### src/rtl/caption_scroll_pkg.sv
package caption_scroll_pkg;

  typedef enum logic [2:0] {
    CMD_START  = 3'd0,
    CMD_RESUME = 3'd1,
    CMD_ROLL2  = 3'd2,
    CMD_ROLL3  = 3'd3,
    CMD_ROLL4  = 3'd4,
    CMD_PAUSE  = 3'd5,
    CMD_BASE   = 3'd6,
    CMD_NONE   = 3'd7
  } cmd_e;

  // strobes from control to datapath, one cycle each
  typedef struct packed {
    logic anchorTop;
    logic anchorBottom;
    logic clearAll;
    logic advCol;
    logic newLine;
    logic tick;
  } dp_strobe_t;

endpackage

### src/rtl/scroll_ctrl.sv
module scroll_ctrl
  import caption_scroll_pkg::*;
#(
  parameter int ROWS_MAX = 15,
  parameter int ROW_W    = $clog2(ROWS_MAX + 1)
) (
  input  logic             clk,
  input  logic             rstN,
  input  logic             cmdValid,
  input  logic [2:0]       cmdCode,
  input  logic [ROW_W-1:0] cmdRow,
  input  logic             evWrite,
  input  logic             evCr,
  input  logic             frameTick,
  input  logic [ROW_W-1:0] cfgTextRows,
  input  logic [ROW_W-1:0] cfgTextBase,
  output dp_strobe_t       stb,
  output logic [ROW_W-1:0] winLo,
  output logic [ROW_W-1:0] winHi,
  output logic [ROW_W-1:0] winN
);

  localparam logic [ROW_W-1:0] MAXR = ROW_W'(ROWS_MAX);
  localparam logic [ROW_W-1:0] ONE  = ROW_W'(1);

  logic             modeRoll;
  logic             active;
  logic [ROW_W-1:0] rollDepth;
  logic [ROW_W-1:0] rollBase;
  logic [ROW_W-1:0] textBase, textN;

  // clamp the text window so it stays inside rows 1..ROWS_MAX
  always_comb begin
    textBase = (cfgTextBase == '0 || cfgTextBase > MAXR) ? MAXR : cfgTextBase;
    if (cfgTextRows == '0)          textN = ONE;
    else if (cfgTextRows > textBase) textN = textBase;
    else                             textN = cfgTextRows;
  end

  function automatic logic [ROW_W-1:0] rollHi(input logic [ROW_W-1:0] b,
                                               input logic [ROW_W-1:0] d);
    if (b < d)         return d;
    else if (b > MAXR) return MAXR;
    else               return b;
  endfunction

  logic [ROW_W-1:0] cmdDepth, hiNew, hiBase;
  assign cmdDepth = ROW_W'(cmdCode);
  assign hiNew    = rollHi(rollBase, cmdDepth);
  assign hiBase   = rollHi(cmdRow, rollDepth);

  always_ff @(posedge clk) begin
    if (!rstN) begin
      modeRoll  <= 1'b0;
      active    <= 1'b0;
      rollDepth <= ROW_W'(2);
      rollBase  <= MAXR;
      winLo     <= ONE;
      winHi     <= MAXR;
      winN      <= MAXR;
      stb       <= '0;
    end else begin
      stb        <= '0;
      stb.tick   <= frameTick;
      stb.advCol <= evWrite && active;
      stb.newLine <= evCr && active;
      if (cmdValid) begin
        case (cmdCode)
          CMD_START: begin
            modeRoll      <= 1'b0;
            active        <= 1'b1;
            winHi         <= textBase;
            winN          <= textN;
            winLo         <= textBase - textN + ONE;
            stb.anchorTop <= 1'b1;
            stb.clearAll  <= 1'b1;
          end
          CMD_RESUME: begin
            active   <= 1'b1;
            modeRoll <= 1'b0;
            if (modeRoll) begin
              winHi         <= textBase;
              winN          <= textN;
              winLo         <= textBase - textN + ONE;
              stb.anchorTop <= 1'b1;
            end
          end
          CMD_ROLL2, CMD_ROLL3, CMD_ROLL4: begin
            modeRoll         <= 1'b1;
            active           <= 1'b1;
            rollDepth        <= cmdDepth;
            winHi            <= hiNew;
            winN             <= cmdDepth;
            winLo            <= hiNew - cmdDepth + ONE;
            stb.anchorBottom <= 1'b1;
          end
          CMD_PAUSE: active <= 1'b0;
          CMD_BASE: begin
            rollBase <= cmdRow;
            if (modeRoll) begin
              winHi            <= hiBase;
              winN             <= rollDepth;
              winLo            <= hiBase - rollDepth + ONE;
              stb.anchorBottom <= 1'b1;
            end
          end
          default: ;
        endcase
      end
    end
  end


  rsvd_ignored_chk: assert property (@(posedge clk) disable iff (!rstN)
    (cmdValid && cmdCode == CMD_NONE) |=> ($stable(modeRoll) && $stable(active)));


  pause_blocks_chk: assert property (@(posedge clk) disable iff (!rstN)
    (cmdValid && cmdCode == CMD_PAUSE) |=> ##1 (!stb.advCol && !stb.newLine || active));

endmodule

### src/rtl/scroll_datapath.sv
module scroll_datapath
  import caption_scroll_pkg::*;
#(
  parameter int ROWS_MAX  = 15,
  parameter int COLS      = 32,
  parameter int ROW_LINES = 13,
  parameter int ROW_W     = $clog2(ROWS_MAX + 1),
  parameter int COL_W     = $clog2(COLS + 1),
  parameter int OFS_W     = $clog2(ROW_LINES + 1)
) (
  input  logic             clk,
  input  logic             rstN,
  input  dp_strobe_t       stb,
  input  logic [ROW_W-1:0] winLo,
  input  logic [ROW_W-1:0] winHi,
  input  logic [ROW_W-1:0] winN,
  output logic [ROW_W-1:0] wrRow,
  output logic [COL_W-1:0] wrCol,
  output logic [ROW_W-1:0] topRow,
  output logic [OFS_W-1:0] scrollOfs,
  output logic             clrReq,
  output logic [ROW_W-1:0] clrRow,
  output logic             clrAll
);

  localparam logic [COL_W-1:0] LASTCOL = COL_W'(COLS);
  localparam logic [OFS_W-1:0] FULLOFS = OFS_W'(ROW_LINES);

  logic [ROW_W-1:0] fillCnt;
  logic [ROW_W-1:0] nxtWr, nxtTop;
  logic             winFull, midScroll, anchoring;

  // rows form a ring inside winLo..winHi
  assign nxtWr     = (wrRow == winHi)  ? winLo : wrRow + ROW_W'(1);
  assign nxtTop    = (topRow == winHi) ? winLo : topRow + ROW_W'(1);
  assign winFull   = (fillCnt >= winN);
  assign midScroll = (scrollOfs != '0);
  assign anchoring = stb.anchorTop || stb.anchorBottom;

  always_ff @(posedge clk) begin
    if (!rstN) begin
      wrRow     <= ROW_W'(1);
      wrCol     <= COL_W'(1);
      topRow    <= ROW_W'(1);
      fillCnt   <= ROW_W'(1);
      scrollOfs <= '0;
      clrReq    <= 1'b0;
      clrRow    <= ROW_W'(1);
      clrAll    <= 1'b0;
    end else begin
      clrReq <= 1'b0;
      clrAll <= stb.clearAll;
      if (stb.anchorTop) begin
        wrRow     <= winLo;
        topRow    <= winLo;
        fillCnt   <= ROW_W'(1);
        wrCol     <= COL_W'(1);
        scrollOfs <= '0;
      end else if (stb.anchorBottom) begin
        wrRow     <= winHi;
        topRow    <= winLo;
        fillCnt   <= winN;
        wrCol     <= COL_W'(1);
        scrollOfs <= '0;
      end else if (stb.newLine) begin
        wrCol  <= COL_W'(1);
        wrRow  <= nxtWr;
        clrReq <= 1'b1;
        clrRow <= nxtWr;
        if (winFull) begin
          topRow    <= nxtTop;
          scrollOfs <= midScroll ? '0 : FULLOFS;
        end else begin
          fillCnt   <= fillCnt + ROW_W'(1);
          scrollOfs <= '0;
        end
      end else begin
        if (stb.advCol && wrCol < LASTCOL) wrCol <= wrCol + COL_W'(1);
        if (stb.tick && midScroll) scrollOfs <= scrollOfs - OFS_W'(1);
      end
    end
  end


  col_bound_chk: assert property (@(posedge clk) disable iff (!rstN)
    (wrCol >= COL_W'(1)) && (wrCol <= LASTCOL));


  ofs_step_chk: assert property (@(posedge clk) disable iff (!rstN)
    (stb.tick && !stb.newLine && !anchoring && midScroll)
      |=> (scrollOfs == $past(scrollOfs) - OFS_W'(1)));


  cr_jump_chk: assert property (@(posedge clk) disable iff (!rstN)
    (stb.newLine && !anchoring && midScroll) |=> (scrollOfs == '0));


  row_in_win_chk: assert property (@(posedge clk) disable iff (!rstN)
    !anchoring |-> (wrRow >= winLo && wrRow <= winHi &&
                    topRow >= winLo && topRow <= winHi));

endmodule

### src/rtl/caption_scroll_ctrl.sv
module caption_scroll_ctrl
  import caption_scroll_pkg::*;
#(
  parameter int ROWS_MAX  = 15,
  parameter int COLS      = 32,
  parameter int ROW_LINES = 13,
  parameter int ROW_W     = $clog2(ROWS_MAX + 1),
  parameter int COL_W     = $clog2(COLS + 1),
  parameter int OFS_W     = $clog2(ROW_LINES + 1)
) (
  input  logic             clk,
  input  logic             rstN,
  input  logic             cmdValid,
  input  logic [2:0]       cmdCode,
  input  logic [ROW_W-1:0] cmdRow,
  input  logic             evWrite,
  input  logic             evCr,
  input  logic             frameTick,
  input  logic [ROW_W-1:0] cfgTextRows,
  input  logic [ROW_W-1:0] cfgTextBase,
  output logic [ROW_W-1:0] wrRow,
  output logic [COL_W-1:0] wrCol,
  output logic [ROW_W-1:0] topRow,
  output logic [OFS_W-1:0] scrollOfs,
  output logic             clrReq,
  output logic [ROW_W-1:0] clrRow,
  output logic             clrAll
);

  dp_strobe_t       stb;
  logic [ROW_W-1:0] winLo, winHi, winN;

  scroll_ctrl #(.ROWS_MAX(ROWS_MAX), .ROW_W(ROW_W)) u_ctrl (
    .clk(clk), .rstN(rstN), .cmdValid(cmdValid), .cmdCode(cmdCode),
    .cmdRow(cmdRow), .evWrite(evWrite), .evCr(evCr), .frameTick(frameTick),
    .cfgTextRows(cfgTextRows), .cfgTextBase(cfgTextBase), .stb(stb),
    .winLo(winLo), .winHi(winHi), .winN(winN)
  );

  scroll_datapath #(.ROWS_MAX(ROWS_MAX), .COLS(COLS), .ROW_LINES(ROW_LINES),
                    .ROW_W(ROW_W), .COL_W(COL_W), .OFS_W(OFS_W)) u_dp (
    .clk(clk), .rstN(rstN), .stb(stb), .winLo(winLo), .winHi(winHi),
    .winN(winN), .wrRow(wrRow), .wrCol(wrCol), .topRow(topRow),
    .scrollOfs(scrollOfs), .clrReq(clrReq), .clrRow(clrRow), .clrAll(clrAll)
  );

endmodule

### config.mk
export PLATFORM = sky130hd
export DESIGN_NAME = caption_scroll_ctrl
export DESIGN_NICKNAME = d
export VERILOG_FILES = /design/src/rtl/caption_scroll_pkg.sv /design/src/rtl/scroll_ctrl.sv /design/src/rtl/scroll_datapath.sv /design/src/rtl/caption_scroll_ctrl.sv
export SDC_FILE = /design/constraint.sdc
export NUM_CORES = 1
export LEC_CHECK = 0
export ABC_AREA = 0
export BUFFER_PORTS_ARGS = -buffer_cell sky130_fd_sc_hd__buf_2
export CAP_MARGIN = 20
export CELL_PAD_IN_SITES_DETAIL_PLACEMENT = 1
export CELL_PAD_IN_SITES_GLOBAL_PLACEMENT = 2
export CORE_ASPECT_RATIO = 1.2
export CORE_MARGIN = 2
export CORE_UTILIZATION = 35
export CTS_BUF_LIST = sky130_fd_sc_hd__clkbuf_4 sky130_fd_sc_hd__clkbuf_8
export CTS_CLUSTER_DIAMETER = 200
export DETAILED_ROUTE_END_ITERATION = 10
export PLACE_DENSITY_LB_ADDON = 0.1
export SYNTH_ARGS = -nofsm -noshare
export SYNTH_HDL_FRONTEND = slang
export SYNTH_HIERARCHICAL = 1
export SYNTH_SLANG_ARGS = --single-unit
export TNS_END_PERCENT = 100
### constraint.sdc
create_clock -name clk -period 9.5 [get_ports clk]
set_input_delay 1.425 -clock clk [delete_from_list [all_inputs] [get_ports clk]]
set_output_delay 1.425 -clock clk [all_outputs]
set_load 0.02 [all_outputs]
==> impl_results.md, run 1 <==
- Largest net degree at the start of global routing: 27
- CP startpoint kind: input port
- DIE AREA: 11800 µm²
- Antenna diode count: 0
- Vias in the first global route: 3530
- Post-Syn Nets: 523
- Distinct cells, synth: 75
- Max Cap Viol: 0
- Clock Skews: 0.0145 ns
- First-pass GRT wire length: 18300 µm
- Synth Cell Area: 3840 µm²
- Kind of critical path: in2reg
- Largest family of logic cells by synthesized area: compound AO/OA/AOI/OAI gates
- Worst Path Arrival: 5.18 ns
- Final worst path period share: 0.523
- Worst setup margin: 4.53 ns
- DIE HEIGHT: 119 µm
- Crit end category: flip-flop
- Number of buffers added for setup after CTS: 0
- Sequential fraction of the synthesis area: 0.286
- R2r setup slk: 6.08 ns
- Post-synth EDFFs: 0
- Post-Synth XOR/XNOR Area: 0.0478
- P_leak: 1.86 nW
- Worst Reg-to-Reg Cells: 15
- Number of vias per cell: 5.58
- TritonCTS clock tree: done
- Remaining Overflow, GRT: 0
- Max Fclk: 201 MHz
- Met3 Track Usage GR: 0.0205
- VDD IR-drop max: 0.0662 mV
- Dpl hpwl: 8750 µm
- Final core occ: 0.400
- Final hold slack: 0.441 ns
- Count of final max-slew check failures: 0
- Layout area overhead: 10.5%
- Flops & latches, synth: 55
- FFs w/ async S/R, synth: 0
- Post-cts gate resize count: 0
- Tmin final: 4.97 ns
- DRT iter0 DRCs: 161
- RSZ-0062 raised after global routing: no
- Worst slew pin tran: 0.867 ns
- H-tree depth: 2
- WL/cell: 17.5 µm
- # hold bufs at CTS: 0
- Clock slew at reported path FFs: 0.12 ns
- Site row count: 41
- Place WS: 4.22 ns
- Met1 global-route usage: 0.243
- Die Width: 99.7 µm
- Tot GR Track Use: 0.192
- FF-to-FF Start: u_ctrl/rollDepth[2]
- Most used DFF post-synth: dfxtp_1
- Mux cell area share after synthesis: 0.0390
- Post-Synth Adder-Cell Area: 0.107
- Pre-antenna DRT Iters: 4
- Drt drc: 0
- Starting Density: 0.362
- Outcome: completed
- Skew-Pair Late Insertion Delay: 0.32 ns
- Global routing's busiest layer: met2
- CTS sink count: 55
- Post-route ant nets: 0
- CTS root buffer: clkbuf_8
- Final setup viols: 0
- Max FO, Critical Path: 9
- I/O pin cnt: 45
- # port buffers: 44
- Hold Path Class: reg2reg
- Required @ worst endpoint: 9.71 ns
- Share of cells above drive strength 1: 0.158
- Synth Area in Compound Gates: 0.245
- Core area: 10600 µm²
- Reg-to-reg critical path endpoint: u_ctrl/winLo[3]
- Worst setup endpoint: u_ctrl/winLo[3]
- Synth Area in Simple Gates: 0.215
- Met2 Use GR: 0.344
- Syn. warnings: 6
- Max Root-Sink Buffers: 2
- Antenna violations before repair: 0
- Setup TNS: 0 ns
- # fillers: 1300
- Syn Area/Cell: 8.16 µm²
- Inserted Clock Buffers: 5
- Final hold viol count: 0
- Synth Instances: 471
- Post-Route WL: 11100 µm
- Slew HR: 0.416
- GP Congestion: 0.781
- PwrDens: 131 nW/µm²
- Final layout net count: 557
- CP Launch Point: cfgTextBase[1]
- Via count: 3545
power by group:
group	leakage (nW)	internal [mW]	switching (mW)
Combinational	1.37	0.0636	0.0916
Sequential	0.449	0.243	0.0175
Clock	0.0408	0.0530	0.0859
Total	1.86	0.360	0.195
Yosys cell counts, drive strengths merged, types with 5 or more instances:
cell,n,area [µm²]
clkbuf,13,48.8
or2,6,37.5
xor2,14,123
nor4,6,67.6
o31ai,5,37.5
inv,37,139
xnor2,7,61.3
nor2,39,149
o21ai,26,134
ha,28,350
and3,5,31.3
nand3,19,95.1
mux2i,9,90.1
nor3,12,65.1
mux2,5,60.1
nand2,44,165
nand2b,7,51.3
o211ai,9,67.6
dfxtp,55,1100
a21oi,36,180
a211oi,6,50.1
buf,6,35.0
per-layer routing:
metal  part of all wire  wire length (µm)  vias up
li1                   -                 -     1774
met1               0.46              5110     1713
met2               0.51              5650       50
met3              0.021               231        8
met4              0.014               155        0
met5                  0                 0        -
sequential cells by signal (all words and copies together) (netlist names):
signal            count
u_ctrl/winLo          4
u_dp/clrReq           1
u_ctrl/rollBase       4
u_dp/scrollOfs        4
u_ctrl/rollDepth      3
u_dp/topRow           4
u_ctrl/winHi          4
u_ctrl/active         1
u_dp/clrAll           1
u_dp/clrRow           4
u_dp/wrRow            4
u_dp/fillCnt          4
u_ctrl/stb            6
u_dp/wrCol            6
u_ctrl/winN           4
u_ctrl/modeRoll       1
how the worst min path moves through the flow:
stage,from,end,cells after the start
after global placement,u_ctrl/stb[3],u_dp/clrAll,1
after global routing,u_ctrl/stb[3],u_dp/clrAll,1
after CTS,u_ctrl/stb[3],u_dp/clrAll,1
final,u_ctrl/stb[3],u_dp/clrAll,1
after detailed placement,u_ctrl/stb[3],u_dp/clrAll,1
after floorplan,u_ctrl/stb[3],u_dp/clrAll,1
through the flow:
| stage | power, mW | cells | cell area [µm²] |
|---|---|---|---|
| floorplan | 0.375 | 471 | 3840 |
| global placement | 0.419 | 626 | 4150 |
| detailed placement | 0.423 | 626 | 4150 |
| CTS | 0.565 | 634 | 4240 |
| global route | 0.594 | 635 | 4250 |
| finish | 0.555 | 635 | 4250 |
logic make-up (layout without fill, tap and decap cells):
| family | Yosys count | count (layout) |
|---|---|---|
| AND/OR/NAND/NOR | 159 | 159 |
| adder cells (fa/ha/maj) | 31 | 31 |
| multiplexers | 14 | 14 |
| flip-flops | 55 | 55 |
| XOR/XNOR | 21 | 21 |
| AO/OA/AOI/OAI | 133 | 133 |
| buffers and inverters | 58 | 93 |
critical path, cell delays in order:
cell      delay [ns]
buf_2           0.14
nor3_1          0.44
nor2_1          0.12
ha_1            0.36
nand4_1         0.14
o311ai_4        0.50
mux2_4          0.35
ha_1            0.28
inv_1           0.04
ha_1            0.21
fa_1            0.38
xor2_1          0.27
o211ai_1        0.14
o221ai_1        0.18
and3b_1         0.19
final cells by class:
type | instances | area (µm²) | share of cell area
clock buffers | 5 | 68.8 | 0.0162
clock inverters | 3 | 23.8 | 0.00559
inverters | 39 | 146 | 0.0344
multi-input cells | 358 | 2510 | 0.591
flip-flops and latches | 55 | 1100 | 0.259
well taps | 129 | 161 | 0.0380
repair buffers | 46 | 235 | 0.0553
cells in the final DEF (no fill, tap or decap), types with 3 or more instances in the layout:
master,count
xor2_1,14
o31a_1,3
nand2_1,44
o31ai_1,5
o21a_1,3
nor2_1,38
clkbuf_8,5
o22ai_1,3
inv_1,37
nand3_1,19
nor4_1,4
and2_1,4
mux2_2,4
nor2b_1,3
a31oi_1,4
dfxtp_1,55
buf_2,44
o221ai_1,4
ha_1,28
a21oi_1,36
a311oi_1,4
o211ai_1,9
or2_2,5
xnor2_1,7
o21ai_0,25
a21o_1,3
and3_1,5
a211oi_1,5
mux2i_1,9
fa_1,3
nand4_1,3
nand2b_1,6
nor3_1,11
(Power assumes the default switching activity.)
==> inputs of run 2 (changes only) <==
Settings changed: CORE_UTILIZATION 35 to 33.
Clock period 9.5 ns to 4.5 ns, I/O delays scaled along.
==> run 2 against run 1 <==
  * Final cell count up 5.5%
  * Critical path depth unchanged
  * Non-clock buffer count up 7
  * Die area up 5.8%
  * Flip-flop and latch count unchanged
  * Sequential share of layout area down 0.50 points
  * Clock skew down 0.0047 ns
  * Register-to-register slack worse by 5.0 ns
==> impl_results.md, run 2 (synthesized netlist as in run 1, its figures left out) <==
- Final layout net count: 564
- Total power: 1.17 mW
- Final core occ: 0.378
- # hold bufs at CTS: 0
- Kind of critical path: in2reg
- Max FO, Critical Path: 7
- Reg-to-reg critical path endpoint: u_ctrl/winLo[2]
- P_leak: 1.90 nW
- Worst slew pin tran: 0.935 ns
- Worst-path cell chain: buf_2 > nor3_1 > nor2_1 > ha_1 > nand4_1 > o311ai_4 > mux2_4 > ha_1 > inv_1 > ha_1 > fa_1 > xor2_1 > o211ai_1 > o221ai_1 > and3b_1
- CTS sink count: 55
- Final hold viol count: 0
- # port buffers: 44
- Max Root-Sink Buffers: 2
- Hold Crit Endpoint: u_dp/clrAll
- Tot GR Track Use: 0.194
- Number of vias per cell: 5.31
- Post-Route WL: 11500 µm
- Count of final max-slew check failures: 0
- Inserted Clock Buffers: 5
- Via count: 3560
- Dpl hpwl: 9030 µm
- Outcome: completed
- CP startpoint kind: input port
- R2r setup slk: 1.09 ns
- Max Cap Viol: 0
- Final worst path period share: 0.859
- Tmin final: 3.87 ns
- H-tree depth: 2
- CP bufs+invs: 2
- # fillers: 1413
- CTS root buffer: clkbuf_8
- Core area: 11500 µm²
- Die Width: 103 µm
- Worst Path Arrival: 4.08 ns
- Required @ worst endpoint: 4.72 ns
- Site row count: 43
- Remaining Overflow, GRT: 0
- Commonest non-fill, non-tap cells in the layout: 55 x dfxtp_1, 44 x buf_2, 44 x nand2_1
- First-pass GRT wire length: 19200 µm
- Worst Reg-to-Reg Cells: 14
- CP Launch Point: cfgTextBase[1]
- Skew-Pair Late Insertion Delay: 0.32 ns
- Final setup viols: 0
- VDD IR-drop max: 0.107 mV
- Share of cells above drive strength 1: 0.170
- CP most frequent cell: ha_1
- Most common cell after layout, fill and taps aside: dfxtp_1
- Largest net degree at the start of global routing: 26
- Hold path start: u_ctrl/stb[3]
- Antenna diode count: 0
- Post-route ant nets: 0
- Max stage delay on crit path: 0.39 ns
- Crit end category: flip-flop
- I/O pin cnt: 45
- Hold Path Class: reg2reg
- Starting Density: 0.336
- Worst path slowest cell: o311ai_4
- Biggest regs: u_ctrl/stb: 6 flops, u_dp/wrCol: 6 flops
- Drt drc: 0
- Worst hold stages: 1
- DIE AREA: 12500 µm²
- PwrDens: 270 nW/µm²
- DIE HEIGHT: 122 µm
- Number of buffers added for setup after CTS: 0
- TritonCTS clock tree: done
- Final hold slack: 0.449 ns
- Pre-antenna DRT Iters: 4
- FF-to-FF Start: u_ctrl/rollDepth[2]
- Layout area overhead: 12.7%
- Setup TNS: 0 ns
- Slew HR: 0.372
- DRT iter0 DRCs: 112
- WL/cell: 17.2 µm
- GP Congestion: 0.780
- Post-cts gate resize count: 0
- Delay-heaviest family, CP: adder cells
- RSZ-0062 raised after global routing: no
- Max Fclk: 259 MHz
- Clock slew at reported path FFs: 0.11 ns
- Antenna violations before repair: 0
- Clock Skews: 0.00979 ns
- Vias in the first global route: 3747
-- run 2: cell types whose count changed in the layout (fill, tap and decap cells not counted), sizes merged --
cell    delta
clkinv     +1
clkbuf     -1
inv        -1
buf        +8
-- run 2: power breakdown --
part	switching (mW)	total, mW	internal, mW	leakage (nW)
Combinational	0.195	0.334	0.139	1.41
Sequential	0.0372	0.551	0.514	0.449
Clock	0.178	0.287	0.109	0.0402
-- run 2: metal layers --
metal	global-route usage	wire [µm]	share of wire	up-vias
met5	0	0	0	-
met4	0.0692	335	0.029	0
met3	0.0233	267	0.023	18
met2	0.340	5830	0.50	53
met1	0.241	5110	0.44	1704
li1	-	-	-	1785
-- run 2: final cells by class --
class                   instances  area (µm²)  area share
clock inverters                 3        20.0     0.00462
clock buffers                   5        68.8      0.0159
flip-flops and latches         55        1100       0.254
well taps                     157         196      0.0453
repair buffers                 53         288      0.0664
multi-input cells             358        2510       0.580
inverters                      39         146      0.0338
-- run 2: how the worst max path moves through the flow --
stage,end,cells past startpoint
3_3_place_gp,u_ctrl/winLo[3],15
6_report,u_ctrl/winLo[3],15
5_1_grt,u_ctrl/winLo[3],16
4_1_cts,u_ctrl/winLo[3],15
3_5_place_dp,u_ctrl/winLo[3],15
2_1_floorplan,u_ctrl/winLo[3],14
-- run 2: stage by stage --
step,cells,worst slack (ns),instance area (µm²)
global route,670,0.409,4330
detailed placement,662,0.289,4250
finish,670,0.632,4330
floorplan,471,0.506,3840
global placement,662,0.476,4250
CTS,670,0.630,4330
